## config.mk

```make
export PLATFORM = sky130hd
export DESIGN_NAME = master_irq_mask
export DESIGN_NICKNAME = d
export VERILOG_FILES = /design/src/rtl/mic_pkg.sv /design/src/rtl/mic_decode.sv /design/src/rtl/mic_src_cell.sv /design/src/rtl/master_irq_mask.sv
export SDC_FILE = /design/constraint.sdc
export NUM_CORES = 1
export LEC_CHECK = 0
export BUFFER_PORTS_ARGS = -buffer_cell sky130_fd_sc_hd__buf_2
export CORE_ASPECT_RATIO = 0.75
export CORE_UTILIZATION = 48
export DETAILED_ROUTE_END_ITERATION = 6
export GPL_ROUTABILITY_DRIVEN = 0
export PLACE_DENSITY = 0.69
export RECOVER_POWER = 50
export SLEW_MARGIN = 0
export SYNTH_ARGS = -nofsm -noshare
export SYNTH_HDL_FRONTEND = slang
export SYNTH_SLANG_ARGS = --single-unit
```

## constraint.sdc

```tcl
create_clock -name clk -period 1.6 [get_ports clk]
set_input_delay 0.16 -clock clk [delete_from_list [all_inputs] [get_ports clk]]
set_output_delay 0.16 -clock clk [all_outputs]
set_load 0.05 [all_outputs]
```

## src/rtl/mic_pkg.sv

```systemverilog
package mic_pkg;
    typedef enum logic [1:0] {
        SRC_OFF_IDLE = 2'd0,
        SRC_OFF_HELD = 2'd1,
        SRC_ON_IDLE  = 2'd2,
        SRC_ON_LIVE  = 2'd3
    } src_state_t;

    localparam int unsigned WORD_PEND    = 0;
    localparam int unsigned WORD_DIS     = 1;
    localparam int unsigned WORD_ENABLE  = 2;
    localparam int unsigned WORD_DISABLE = 3;
endpackage

```

## src/rtl/mic_decode.sv

```systemverilog
module mic_decode
    import mic_pkg::*;
#(
    parameter int unsigned ADDR_W = 4,
    parameter int unsigned DATA_W = 32,
    parameter logic [DATA_W-1:0] IMPL_MASK = '1
) (
    input  logic              clk,
    input  logic              rst_n,
    input  logic [ADDR_W-1:0] bus_addr,
    input  logic              bus_we,
    input  logic [DATA_W-1:0] bus_wdata,
    input  logic [DATA_W-1:0] pend_vec,
    input  logic [DATA_W-1:0] dis_vec,
    output logic [DATA_W-1:0] en_stb,
    output logic [DATA_W-1:0] dis_stb,
    output logic [DATA_W-1:0] bus_rdata
);
    logic [ADDR_W-1:0] word_idx;
    logic [DATA_W-1:0] masked_data;

    assign word_idx    = bus_addr >> 2;
    assign masked_data = bus_wdata & IMPL_MASK;

    always_comb begin
        en_stb  = '0;
        dis_stb = '0;
        if (bus_we) begin
            if (word_idx == ADDR_W'(WORD_ENABLE))  en_stb  = masked_data;
            if (word_idx == ADDR_W'(WORD_DISABLE)) dis_stb = masked_data;
        end
    end

    always_comb begin
        if (word_idx == ADDR_W'(WORD_PEND))     bus_rdata = pend_vec;
        else if (word_idx == ADDR_W'(WORD_DIS)) bus_rdata = dis_vec;
        else                                    bus_rdata = '0;
    end

    assert_read_other_zero_R9: assert property (@(posedge clk) disable iff (!rst_n)
        (word_idx > ADDR_W'(WORD_DIS)) |-> (bus_rdata == '0));
    assert_strobe_exclusive_R3: assert property (@(posedge clk) disable iff (!rst_n)
        ((en_stb & dis_stb) == '0));
endmodule

```

## src/rtl/mic_src_cell.sv

```systemverilog
module mic_src_cell
    import mic_pkg::*;
#(
    parameter bit PRESENT = 1'b1
) (
    input  logic clk,
    input  logic rst_n,
    input  logic dev_level,
    input  logic en_stb,
    input  logic dis_stb,
    output logic pending,
    output logic disabled,
    output logic irq
);
    src_state_t state_q, state_d;
    logic       prev_level;
    logic       rise;

    assign rise = PRESENT && dev_level && !prev_level;

    always_ff @(posedge clk) begin
        if (!rst_n) begin
            state_q    <= SRC_OFF_IDLE;
            prev_level <= 1'b0;
        end else begin
            state_q    <= state_d;
            prev_level <= dev_level;
        end
    end

    always_comb begin
        state_d = state_q;
        unique case (state_q)
            SRC_OFF_IDLE: begin
                if (dis_stb)     state_d = SRC_OFF_IDLE;
                else if (en_stb) state_d = rise ? SRC_ON_LIVE : SRC_ON_IDLE;
                else if (rise)   state_d = SRC_OFF_HELD;
            end
            SRC_OFF_HELD: begin
                if (dis_stb)     state_d = SRC_OFF_IDLE;
                else if (en_stb) state_d = SRC_ON_LIVE;
            end
            SRC_ON_IDLE: begin
                if (dis_stb)     state_d = SRC_OFF_IDLE;
                else if (rise)   state_d = SRC_ON_LIVE;
            end
            SRC_ON_LIVE: begin
                if (dis_stb)     state_d = SRC_OFF_IDLE;
            end
            default: state_d = SRC_OFF_IDLE;
        endcase
    end

    always_comb begin
        pending  = (state_q == SRC_OFF_HELD) || (state_q == SRC_ON_LIVE);
        disabled = (state_q == SRC_OFF_IDLE) || (state_q == SRC_OFF_HELD);
        irq      = (state_q == SRC_ON_LIVE);
    end

    assert_rise_latches_R5: assert property (@(posedge clk) disable iff (!rst_n)
        (rise && !dis_stb) |=> pending);
    assert_disable_clears_R6: assert property (@(posedge clk) disable iff (!rst_n)
        dis_stb |=> (!pending && disabled));
    assert_enable_releases_R7: assert property (@(posedge clk) disable iff (!rst_n)
        (en_stb && pending && disabled) |=> irq);
    assert_enable_keeps_R11: assert property (@(posedge clk) disable iff (!rst_n)
        (en_stb && pending && !disabled) |=> pending);
endmodule

```

## src/rtl/master_irq_mask.sv

```systemverilog
module master_irq_mask
    import mic_pkg::*;
#(
    parameter int unsigned ADDR_W = 4,
    parameter int unsigned DATA_W = 32,
    parameter logic [DATA_W-1:0] IMPL_MASK = 32'h7FFF_FFFF
) (
    input  logic              clk,
    input  logic              rst_n,
    input  logic [ADDR_W-1:0] bus_addr,
    input  logic              bus_we,
    input  logic [DATA_W-1:0] bus_wdata,
    output logic [DATA_W-1:0] bus_rdata,
    input  logic [DATA_W-1:0] dev_req,
    output logic [DATA_W-1:0] cpu_req
);
    logic [DATA_W-1:0] en_stb, dis_stb, pend_vec, dis_vec;

    mic_decode #(
        .ADDR_W   (ADDR_W),
        .DATA_W   (DATA_W),
        .IMPL_MASK(IMPL_MASK)
    ) decode_i (
        .clk      (clk),
        .rst_n    (rst_n),
        .bus_addr (bus_addr),
        .bus_we   (bus_we),
        .bus_wdata(bus_wdata),
        .pend_vec (pend_vec),
        .dis_vec  (dis_vec),
        .en_stb   (en_stb),
        .dis_stb  (dis_stb),
        .bus_rdata(bus_rdata)
    );

    logic [DATA_W-1:0] cell_dis;

    for (genvar i = 0; i < DATA_W; i++) begin : g_src
        mic_src_cell #(.PRESENT(IMPL_MASK[i])) cell_i (
            .clk      (clk),
            .rst_n    (rst_n),
            .dev_level(dev_req[i]),
            .en_stb   (en_stb[i]),
            .dis_stb  (dis_stb[i]),
            .pending  (pend_vec[i]),
            .disabled (cell_dis[i]),
            .irq      (cpu_req[i])
        );
    end

    assign dis_vec = cell_dis & IMPL_MASK;

    assert_unimpl_quiet_R4: assert property (@(posedge clk) disable iff (!rst_n)
        ((pend_vec & ~IMPL_MASK) == '0));
endmodule

```

==> results of run 1 <==
## sequential cells by signal, indices dropped and copies added, names as in the netlist
| signal | cells |
|---|---|
| g_src.cell_i.prev_level | 31 |
| g_src.cell_i.state_q | 62 |
## through the flow
| step | power (W) | util | instance area (um2) | setup slack (ns) |
|---|---|---|---|---|
| 3_5_place_dp | 0.01481 | 0.5869 | 9966 | -0.1167 |
| 5_1_grt | 0.02488 | 0.7763 | 13180 | -0.2719 |
| 2_1_floorplan | 0.01175 | - | 8612 | -0.04874 |
| 3_3_place_gp | 0.01458 | 0.5869 | 9966 | -0.06330 |
| 4_1_cts | 0.02034 | 0.7148 | 12140 | -0.1343 |
| 6_report | 0.02337 | 0.7763 | 13180 | -0.1945 |
## kinds of logic (layout without fill, tap and decap cells)
logic type | Yosys count | count (layout) | synth area share
AND/OR/NAND/NOR | 315 | 315 | 0.1905
other | 1 | 2 | 0.0004447
adder cells (fa/ha/maj) | 153 | 153 | 0.2270
AO/OA/AOI/OAI | 335 | 335 | 0.2667
buffers and inverters | 158 | 390 | 0.09200
flip-flops | 93 | 93 | 0.2208
multiplexers | 2 | 2 | 0.002523
## what timing repair did
action | CTS | global route
pin swaps | 96 | 101
setup buffers | 33 | 24
endpoints found under the setup margin | 65 | 88
hold endpoints to repair | 0 | 0
resized for setup | 431 | 205
hold buffers | 0 | 0
## final cells by class
cell class	count	area, um2	share of cell area
Clock inverter	2	60.06	0.004556
Tap cell	236	295.3	0.02240
Inverter	82	380.4	0.02886
Clock buffer	12	236.5	0.01794
Timing Repair Buffer	294	2321	0.1761
Multi-Input combinational cell	807	7849	0.5954
Sequential cell	93	2039	0.1547
## power by group
| part | leakage [nW] | switching (W) | internal [W] |
|---|---|---|---|
| registers | 0.804 | 0.00100 | 0.00330 |
| clock network | 0.143 | 0.000948 | 0.00136 |
| logic | 4.39 | 0.00868 | 0.00807 |
| total | 5.34 | 0.0106 | 0.0127 |
## cell usage in the layout, fill, tap and decap left out, drive strengths merged
cell type	n
a31o	6
nand2	55
a21boi	1
a21oi	109
and2	33
a211oi	54
nand2b	43
a41o	1
o22ai	4
nor3	9
a211o	8
buf	286
mux2	1
conb	2
or2	11
o2111ai	16
a221o	2
nand4	2
a2bb2oi	2
a2111oi	1
nor2	71
nand3	34
inv	82
o21ai	49
ha	153
nor2b	43
clkbuf	20
a21o	3
a311oi	6
a221oi	18
bufinv	2
and3	13
o2111a	8
o31ai	18
o2bb2a	8
nand4b	1
a31oi	4
o21a	17
mux2i	1
dfxtp	93
## how the worst max path moves through the flow
stage / startpoint / end / depth (start not counted)
final: g_src[11].cell_i.state_q[1]$_SDFFE_PN0P_ / g_src[11].cell_i.state_q[1]$_SDFFE_PN0P_ / 8
after global routing: g_src[11].cell_i.state_q[1]$_SDFFE_PN0P_ / g_src[11].cell_i.state_q[1]$_SDFFE_PN0P_ / 8
after CTS: g_src[28].cell_i.state_q[0]$_SDFFE_PN0P_ / bus_rdata[28] / 6
after detailed placement: g_src[7].cell_i.state_q[0]$_SDFFE_PN0P_ / g_src[7].cell_i.state_q[0]$_SDFFE_PN0P_ / 6
after global placement: g_src[7].cell_i.state_q[0]$_SDFFE_PN0P_ / g_src[7].cell_i.state_q[0]$_SDFFE_PN0P_ / 6
after floorplan: bus_addr[2] / bus_rdata[10] / 6
## per-layer routing
metal / wire length, um / part of all wire
met2: 12810 / 0.49
met5: 0 / 0
met4: 393 / 0.015
met1: 11700 / 0.44
met3: 1469 / 0.056
==> out/results.md, run 1 <==
* met2 — gr busiest metal
* 50 — largest net degree at the start of global routing
* 93 — Clock Sink Count
* buf_6 > buf_6 > ha_4 > or2_4 > a211o_1 > o2bb2a_4 > o21ai_0 > a21oi_2 — list of cells traversed by the critical path
* 0 — max cap viols
* 1773 nW/um2 — power density normalized to cell area
* dfxtp_1 — ys flop type
* 3 — total number of H-tree levels
* 0 — total number of yosys warnings
* 8629 — number of vias after detailed routing
* 0.3409 — met1 routing resource usage after global routing
* flop — endpoint kind of the worst setup timing path
* 0.07 ns — clock-pin slew on the worst setup and hold paths
* 0.3879 — Max transition margin
* g_src[11].cell_i.state_q[1]$_SDFFE_PN0P_ — startpoint of the most critical register-to-register path
* 6 — First-pass DRT Iterations
* 2.08 ns — worst path arrival time
* 557.2 MHz — Achievable Freq
* 0.4637 — met2 layer usage reported by global route
* 26370 um — total length of routed wires
* 8432 um2 — combined area of all synthesized cells
* 8206 — vias in the first global route
* 1.122 — share of the cycle needed by the critical path after routing
* 1.89 ns — endpoint required time on the critical path
* 0 — DRC violations left
* ha_1 — library cell with the highest instance count after synthesis
* 0.36 ns — clock insertion delay at the later pin of the skew report
* 0.2208 — sequential fraction of the synthesis area
* 56.33% — Area growth, synth to finish
* 7.977 um2 — Avg Cell Area, Syn
* 38 — final setup vio count
* 518 — count of routing violations after the opening detailed-route iteration
* finished, violations left — outcome
* 93 — flops & latches, synth
* dfxtp_2 — slowest stage cell on the critical path
* 41 — # rows
* 16980 um2 — placeable core region
* 0.04860 — met3 layer usage reported by global route
* 0 — number of enable-type register cells in the synthesized netlist
* 0.5465 — fraction of layout cells with a size suffix above 1
* 0 — ANT cells
* buf_6 — Most common cell on crit path
* 1.145 mV — VDD IR max
* 0.34 ns — largest stage delay on the critical path
* g_src[11].cell_i.prev_level$_SDFF_PN0_ — end point of the worst hold path
* dev_req[11] — beginning of the worst hold path
* 0.9182 ns — Worst-Margin Slew
* 39360 um — global-route wire length before repair
* 2 — buffer levels on the longest clock path
* 0.2270 — area share of the leading cell type in the synthesized netlist
* 15420 um — post-detail-place hpwl
* 0 — proportion of register bits with asynchronous set or reset after synthesis
* 18110 um2 — area of the die
* 3 — Max Fanout on Critical Path
* 0.4966 — effective utilization at floorplan
* yes — RSZ-0062 raised after global routing
* 5.337 nW — standby leakage power
* 1057 — cell count after synthesis
* 1.795 ns — final worst path period need
* 135 — num ports
* 0 — overall overflow remaining after global route
* 1455 — number of instances in the placed design
* 1526 — post-route non-filler standard cell count
* flop — crit path launch type
* 8 — number of cells on the worst reg-to-reg path
* ha_1 — Yosys top cell by area
* 0 — count of final max-slew check failures
* 1083 — # fillers
* done — TritonCTS clock tree
* 5.655 — vias per std cell
* g_src[11].cell_i.state_q[1]$_SDFFE_PN0P_ — worst reg2reg endpoint
* 0 — number of hold violations in the final report
* 0.2679 — Overall Global Routing Usage
* 17.28 um — wire length per cell after detailed routing
* 2 — number of cells on the worst hold path
* ha_1 (23%), dfxtp_1 (22%), a21oi_1 (6.5%) — Area contributors post-synth
* compound AO/OA/AOI/OAI gates — kind of cell adding the most delay to the critical path
* 116.8 um — die outline height
* 0 — number of antenna violations at the first check in global routing
* -0.19 ns — setup slack, reg-to-reg
* 0 — number of nets with antenna violations after routing
* setup timing — violations in the final reports
* 155.0 um — Die Wd
* clkbuf_16 — cell at the root of the clock tree
* 0.01160 ns — largest clock skew in the final design
* ha_1 (153), a21oi_1 (109), dfxtp_1 (93) — top post-synthesis cells by count
* 46 — Cell variety after synth
* -0.1945 ns — worst-case setup margin in the final layout
* reg2reg — worst setup path category
* 128 — count of buffers from port buffering
* -3.119 ns — setup TNS
* 0.01745 ns — worst hold slack across all endpoints
* in2reg — worst hold-check path type
* 9 — Num CTS Buffers
* 1511 — fin nets
* 2 — count of buffering cells on the critical path with inverters included
(Power assumes the default switching activity.)
==> inputs of run 2 (changes only) <==
- ABC_AREA: default -> 1
==> out/results.md, run 2 <==
* 0 — number of nets with antenna violations after routing, unchanged
* 42 — # rows, +2.4%
* dev_req[26] — beginning of the worst hold path
* nand2_1 (353), inv_1 (204), nand3_1 (173) — top post-synthesis cells by count
* 0 — overall overflow remaining after global route, unchanged
* 15630 um — post-detail-place hpwl, +1.4%
* 17810 um2 — placeable core region, +4.9%
* 0 — proportion of register bits with asynchronous set or reset after synthesis, unchanged
* 0.07 ns — clock-pin slew on the worst setup and hold paths, about the same
* 18900 um2 — area of the die, +4.4%
* done — TritonCTS clock tree
* 1.44 ns — endpoint required time on the critical path, -0.45 ns
* 3 — total number of H-tree levels, unchanged
* 22 — final setup vio count, -42%
* 128 — count of buffers from port buffering, unchanged
* 1397 — cell count after synthesis, +32%
* 40.97% — Area growth, synth to finish
* setup timing — violations in the final reports
* 0.2174 — area share of the leading cell type in the synthesized netlist, -0.009676
* 1829 — fin nets, +21%
* in2reg — worst hold-check path type
* 1.49 ns — worst path arrival time, -0.59 ns
* 421 — count of routing violations after the opening detailed-route iteration, -19%
* 0.2114 — sequential fraction of the synthesis area, -0.009411
* nand2_1 (318), nor2_1 (156), nand3_1 (142) — top library cells by usage in the layout, fill and taps aside
* 158.4 um — Die Wd, +2.2%
* ha_1 — Yosys top cell by area
* 19 — Cell variety after synth, -59%
* 4 — Max Fanout on Critical Path, +1
* 0 — count of final max-slew check failures, unchanged
* -0.3672 ns — setup TNS, +2.752 ns
* 0 — total number of yosys warnings, unchanged
* -0.05358 ns — worst-case setup margin in the final layout, +0.1410 ns
* g_src.cell_i.state_q (62), g_src.cell_i.prev_level (31) — top flop regs
* clkbuf_16 — cell at the root of the clock tree
* 0.37 ns — largest stage delay on the critical path, +0.03 ns
* 9256 — number of vias after detailed routing, +7.3%
* 25070 um — total length of routed wires, -4.9%
* 0.01043 ns — largest clock skew in the final design, -0.001170 ns
* 0.8399 mV — VDD IR max, -27%
* 1643 nW/um2 — power density normalized to cell area, -7.3%
* g_src[4].cell_i.state_q[1]$_SDFFE_PN0P_ — crit path from
* nand2_1 — library cell with the highest instance count after synthesis
* 6.304 um2 — Avg Cell Area, Syn, -21%
* 13.54 um — wire length per cell after detailed routing, -22%
* 0.02040 W — final total power, -13%
* 93 — flops & latches, synth, unchanged
* 604.7 MHz — Achievable Freq, +8.5%
* g_src.cell_i.state_q — Top reg by flops
* 0 — max cap viols, unchanged
* 1 — number of antenna violations at the first check in global routing, +1
* 4.998 — vias per std cell, -12%
* 0.2556 — Overall Global Routing Usage, -0.01235
* dfxtp_1 — ys flop type
* dfxtp_2 — slowest stage cell on the critical path
* 1.033 — share of the cycle needed by the critical path after routing, -0.08810
* 35 — largest net degree at the start of global routing, -30%
* 38460 um — global-route wire length before repair, -2.3%
* 0 — number of enable-type register cells in the synthesized netlist, unchanged
* 0 — ANT cells, unchanged
* 8807 um2 — combined area of all synthesized cells, +4.5%
* inv_4 > ha_4 > or2_4 > nand3_2 > nand2_2 > buf_8 — list of cells traversed by the critical path
* 8422 — vias in the first global route, +2.6%
* 0.8604 ns — Worst-Margin Slew, -0.05782 ns
* 0.4944 — effective utilization at floorplan, -0.002192
* primary output — endpoint kind of the worst setup timing path
* 119.3 um — die outline height, +2.2%
* 62 — Largest register FFs, unchanged
* 2 — buffer levels on the longest clock path, unchanged
* 0.36 ns — clock insertion delay at the later pin of the skew report, about the same
* 93 — Clock Sink Count, unchanged
* 6.447 nW — standby leakage power, +21%
* 0.1024 ns — Setup WS pre-CTS, +0.2191 ns
* yes — RSZ-0062 raised after global routing
* 1.654 ns — final worst path period need, -0.1410 ns
* 9 — Num CTS Buffers, unchanged
* 135 — num ports, unchanged
* 0.4264 — Max transition margin, +0.03855
* 0 — DRC violations left, unchanged
* 0 — number of hold violations in the final report, unchanged
* 5 — First-pass DRT Iterations, -1
* reg2out — worst setup path category
* flop — crit path launch type
* ha_1 (22%), dfxtp_1 (21%), nand2_1 (15%) — Area contributors post-synth
* g_src[26].cell_i.state_q[0]$_SDFFE_PN0P_ — startpoint of the most critical register-to-register path
* finished, violations left — outcome
* nand2_1 — most frequent standard cell in the layout excluding fill and tap cells
* 0.3739 — fraction of layout cells with a size suffix above 1, -0.1726
==> run 2: kinds of logic after synthesis <==
logic type | Yosys count | share of synthesized area
other | 1 | 0.0004258
and+or+nand+nor | 736 | 0.3563
adders and majority gates | 153 | 0.2174
DFF | 93 | 0.2114
AOI/OAI and AO/OA | 141 | 0.08027
buffers and inverters | 273 | 0.1343
==> run 2: layer usage <==
layer	track usage	up-vias	wire length [um]
met5	0	-	13
met4	0.07091	2	386
met3	0.04330	33	1361
met2	0.4367	263	11970
met1	0.3278	4198	11340
li1	-	4760	-
==> run 2: metrics by stage <==
step                      std cells  hold WS (ns)  utilization  area [um2]
after detailed placement       1723        0.3730       0.5383        9590
after global routing           1852       0.01487       0.6969       12420
after floorplan                1398        0.2535            -        8811
final                          1852      0.002867       0.6969       12420
after global placement         1723        0.3670       0.5383        9590
after CTS                      1830    0.00002076       0.6603       11760
==> run 2: layout make-up <==
type | count | area [um2]
Clock buffer | 13 | 280.3
Multi-Input combinational cell | 1032 | 6864
Clock inverter | 3 | 65.06
Timing Repair Buffer | 263 | 1996
Sequential cell | 93 | 2024
Inverter | 206 | 883.3
Tap cell | 242 | 302.8
Fill cell | 1445 | 5399
==> run 2: report_power, final <==
group / internal [W] / switching, W
Combinational: 0.00622 / 0.00753
Sequential: 0.00325 / 0.000889
Clock: 0.00154 / 0.000972
==> run 2: timing repair <==
action | CTS | global route
setup endpoints to repair | 31 | 42
buffers inserted | 89 | 22
gates resized for setup | 428 | 142
hold buffers | 2 | 0
pin swaps | 67 | 80
hold endpoints to repair | 2 | 0
==> run 2: worst paths after layout <==
kind	slack [ns]	endpoint	cells past startpoint
hold / removal	0.003	g_src[26].cell_i.prev_level$_SDFF_PN0_	3
setup / recovery	-0.05	bus_rdata[4]	6
setup reg to reg	0.04	g_src[26].cell_i.state_q[1]$_SDFFE_PN0P_	12
hold reg to reg	0.52	g_src[30].cell_i.state_q[0]$_SDFFE_PN0P_	2
==> run 2: worst max-delay path: cells and delay by family, from the launching register on <==
kind | cells | cell delay (ns)
flip-flops | 1 | 0.37
AND/OR/NAND/NOR | 3 | 0.40
adder cells (fa/ha/maj) | 1 | 0.15
buffers and inverters | 2 | 0.22
==> inputs of run 3 (changes only) <==
- CORE_ASPECT_RATIO: 0.75 -> 1.2
- CORE_MARGIN: default -> 8
- PLACE_DENSITY: 0.69 -> 0.66
- clock period: 1.6 -> 1.7 ns (I/O delays scaled with it)
==> out/results.md, run 3 (synthesis gave the netlist of run 2 again) <==
* 0.4743 — switch share, +0.01404
* 0.5965 — final core area utilization, -0.1004
* 1.53 ns — endpoint required time on the critical path, +0.09 ns
* 1962 um2 — Register Area, -3.1%
* 22960 um2 — area of the die, +21%
* 139.7 um — Die Wd, -12%
* 0 — max cap viols, unchanged
* 164.4 um — die outline height, +38%
* g_src.cell_i.state_q — Top reg by flops
* 51 — largest net degree at the start of global routing, +46%
* 5.984 nW — standby leakage power, -7.2%
* 0.38 ns — largest stage delay on the critical path, about the same
* completed — outcome
* 0 — number of nets with antenna violations after routing, unchanged
* 0 — final setup vio count, -100%
* 128 — count of buffers from port buffering, unchanged
* 62 — Largest register FFs, unchanged
* 1767 — post-route non-filler standard cell count, -4.6%
* 9 — Num CTS Buffers, unchanged
* 37740 um — global-route wire length before repair, -1.9%
* flip-flops — kind of cell adding the most delay to the critical path
* inv_2 > ha_1 > or2_4 > nand3_1 > nand2_1 > buf_6 — list of cells traversed by the critical path
* 0.1595 — Max transition margin, -0.2669
* reg2out — worst setup path category
* 0.8200 mV — VDD IR max, -2.4%
* 0.4864 — effective utilization at floorplan, -0.007994
* 0.124 — power share of the clock group, about the same
* yes — RSZ-0062 raised after global routing
* 0 — ANT cells, unchanged
* done — TritonCTS clock tree
* 1.49 ns — worst path arrival time, about the same
* 3 — total number of H-tree levels, unchanged
* clkbuf_16 — cell at the root of the clock tree
* 1.261 ns — Worst-Margin Slew, +0.4004 ns
* 1727 — # fillers, +20%
* 0 — overall overflow remaining after global route, unchanged
* 0.1982 — Overall Global Routing Usage, -0.05740
* nand2_1 (344), nand3_1 (158), nor2_1 (158) — top library cells by usage in the layout, fill and taps aside
* 8538 — vias in the first global route, +1.4%
* 0.07 ns — clock-pin slew on the worst setup and hold paths, about the same
* 12.99 um — wire length per cell after detailed routing, -4.0%
* 2 — buffer levels on the longest clock path, unchanged
* 0.006309 ns — largest clock skew in the final design, -0.004124 ns
* 1702 — number of instances in the placed design, -1.2%
* 3 — Max Fanout on Critical Path, -1
* 0 — number of hold violations in the final report, unchanged
* primary output — endpoint kind of the worst setup timing path
* 135 — num ports, unchanged
* 8732 — number of vias after detailed routing, -5.7%
* 0.2677 — fraction of layout cells with a size suffix above 1, -0.1063
* 54 — # rows, +29%
* nand2_1 — most frequent standard cell in the layout excluding fill and tap cells
* g_src.cell_i.state_q (62), g_src.cell_i.prev_level (31) — top flop regs
* 1762 — fin nets, -3.7%
* in2reg — worst hold-check path type
* 0.220 — sequential share of power, +0.017
* 0 — number of antenna violations at the first check in global routing, -1
* flop — crit path launch type
* 4 — First-pass DRT Iterations, -1
* 93 — Clock Sink Count, unchanged
* 22950 um — total length of routed wires, -8.5%
* 1480 nW/um2 — power density normalized to cell area, -9.9%
* 16510 um — post-detail-place hpwl, +5.7%
* 431 — count of routing violations after the opening detailed-route iteration, +2.4%
* 0.9794 — share of the cycle needed by the critical path after routing
* dfxtp_1 — slowest stage cell on the critical path
* 600.6 MHz — Achievable Freq
* 0.008405 W — Power Internal, -24%
* 0.34 ns — clock insertion delay at the later pin of the skew report, -0.02 ns
* 0 — count of final max-slew check failures, unchanged
* 6090 um2 — area used by multi-input combinational logic, -11%
* 4.942 — vias per std cell, -1.1%
* 18110 um2 — placeable core region, +1.6%
* 0.656 — part of the power in combinational logic, -0.018
* 0 — DRC violations left, unchanged
* 2 — count of buffering cells on the critical path with inverters included, unchanged
* 1.665 ns — final worst path period need
* 22.65% — Area growth, synth to finish
* 0.007584 W — switching pwr, -19%
==> run 3: repair_timing <==
item	4_1_cts	5_1_grt
buffers inserted	40	9
pin swaps	1	8
endpoints found under the setup margin	30	31
gates resized for setup	209	93
hold buffers	0	0
==> run 3: layer usage <==
| layer | vias to the layer above | share of wire | GRT usage | wire (um) |
|---|---|---|---|---|
| met5 | - | 0 | 0 | 0 |
| met3 | 30 | 0.044 | 0.03702 | 1001 |
| li1 | 4614 | - | - | - |
| met2 | 151 | 0.50 | 0.3715 | 11420 |
| met1 | 3937 | 0.44 | 0.2180 | 10100 |
| met4 | 0 | 0.019 | 0.07761 | 430 |
==> run 3: layout make-up <==
| class | count | share of cell area |
|---|---|---|
| multi-input cells | 1032 | 0.5638 |
| flip-flops and latches | 93 | 0.1816 |
| repair buffers | 196 | 0.1304 |
| inverters | 206 | 0.07228 |
| well taps | 224 | 0.02595 |
| clock buffers | 13 | 0.02409 |
| clock inverters | 3 | 0.001853 |
==> run 3: path summary, 6_finish.rpt <==
check	startpoint	to	slack, ns	cells after the start
worst max-delay path	g_src[7].cell_i.state_q[0]$_SDFFE_PN0P_	bus_rdata[7]	0.04	6
worst min-delay path	dev_req[12]	g_src[12].cell_i.prev_level$_SDFF_PN0_	0.03	3
worst max register to register	g_src[7].cell_i.state_q[0]$_SDFFE_PN0P_	g_src[7].cell_i.state_q[1]$_SDFFE_PN0P_	0.32	7
worst min register to register	g_src[30].cell_i.state_q[0]$_SDFFE_PN0P_	g_src[30].cell_i.state_q[0]$_SDFFE_PN0P_	0.49	2
==> run 3: worst reg2reg max path, stage by stage (launching register included) <==
cell	delay, ns
dfxtp_1	0.38
inv_2	0.05
ha_1	0.19
or2_4	0.25
nand3_1	0.08
nand2_1	0.10
a21oi_1	0.16
nor2_1	0.06
==> run 3: power groups by stage <==
stage          logic, W  clock network (W)  registers [W]
2_1_floorplan   0.00721                  0        0.00324
5_1_grt          0.0120            0.00213        0.00360
3_3_place_gp    0.00865                  0        0.00335
4_1_cts         0.00997            0.00205        0.00345
3_5_place_dp    0.00873                  0        0.00337
6_report         0.0105            0.00198        0.00351
==> run 3: metrics by stage <==
stage | TNS, ns | cell area (um2) | setup slack, ns | total power, W | hold WS, ns
CTS | -0.003391 | 10500 | -0.003391 | 0.01548 | 0.01478
detailed placement | 0 | 9533 | 0.1061 | 0.01210 | 0.3833
global route | -0.1246 | 10800 | -0.02455 | 0.01768 | 0.03163
global placement | 0 | 9533 | 0.1636 | 0.01199 | 0.3790
floorplan | 0 | 8811 | 0.2787 | 0.01045 | 0.2635
finish | 0 | 10800 | 0.03501 | 0.01599 | 0.03463
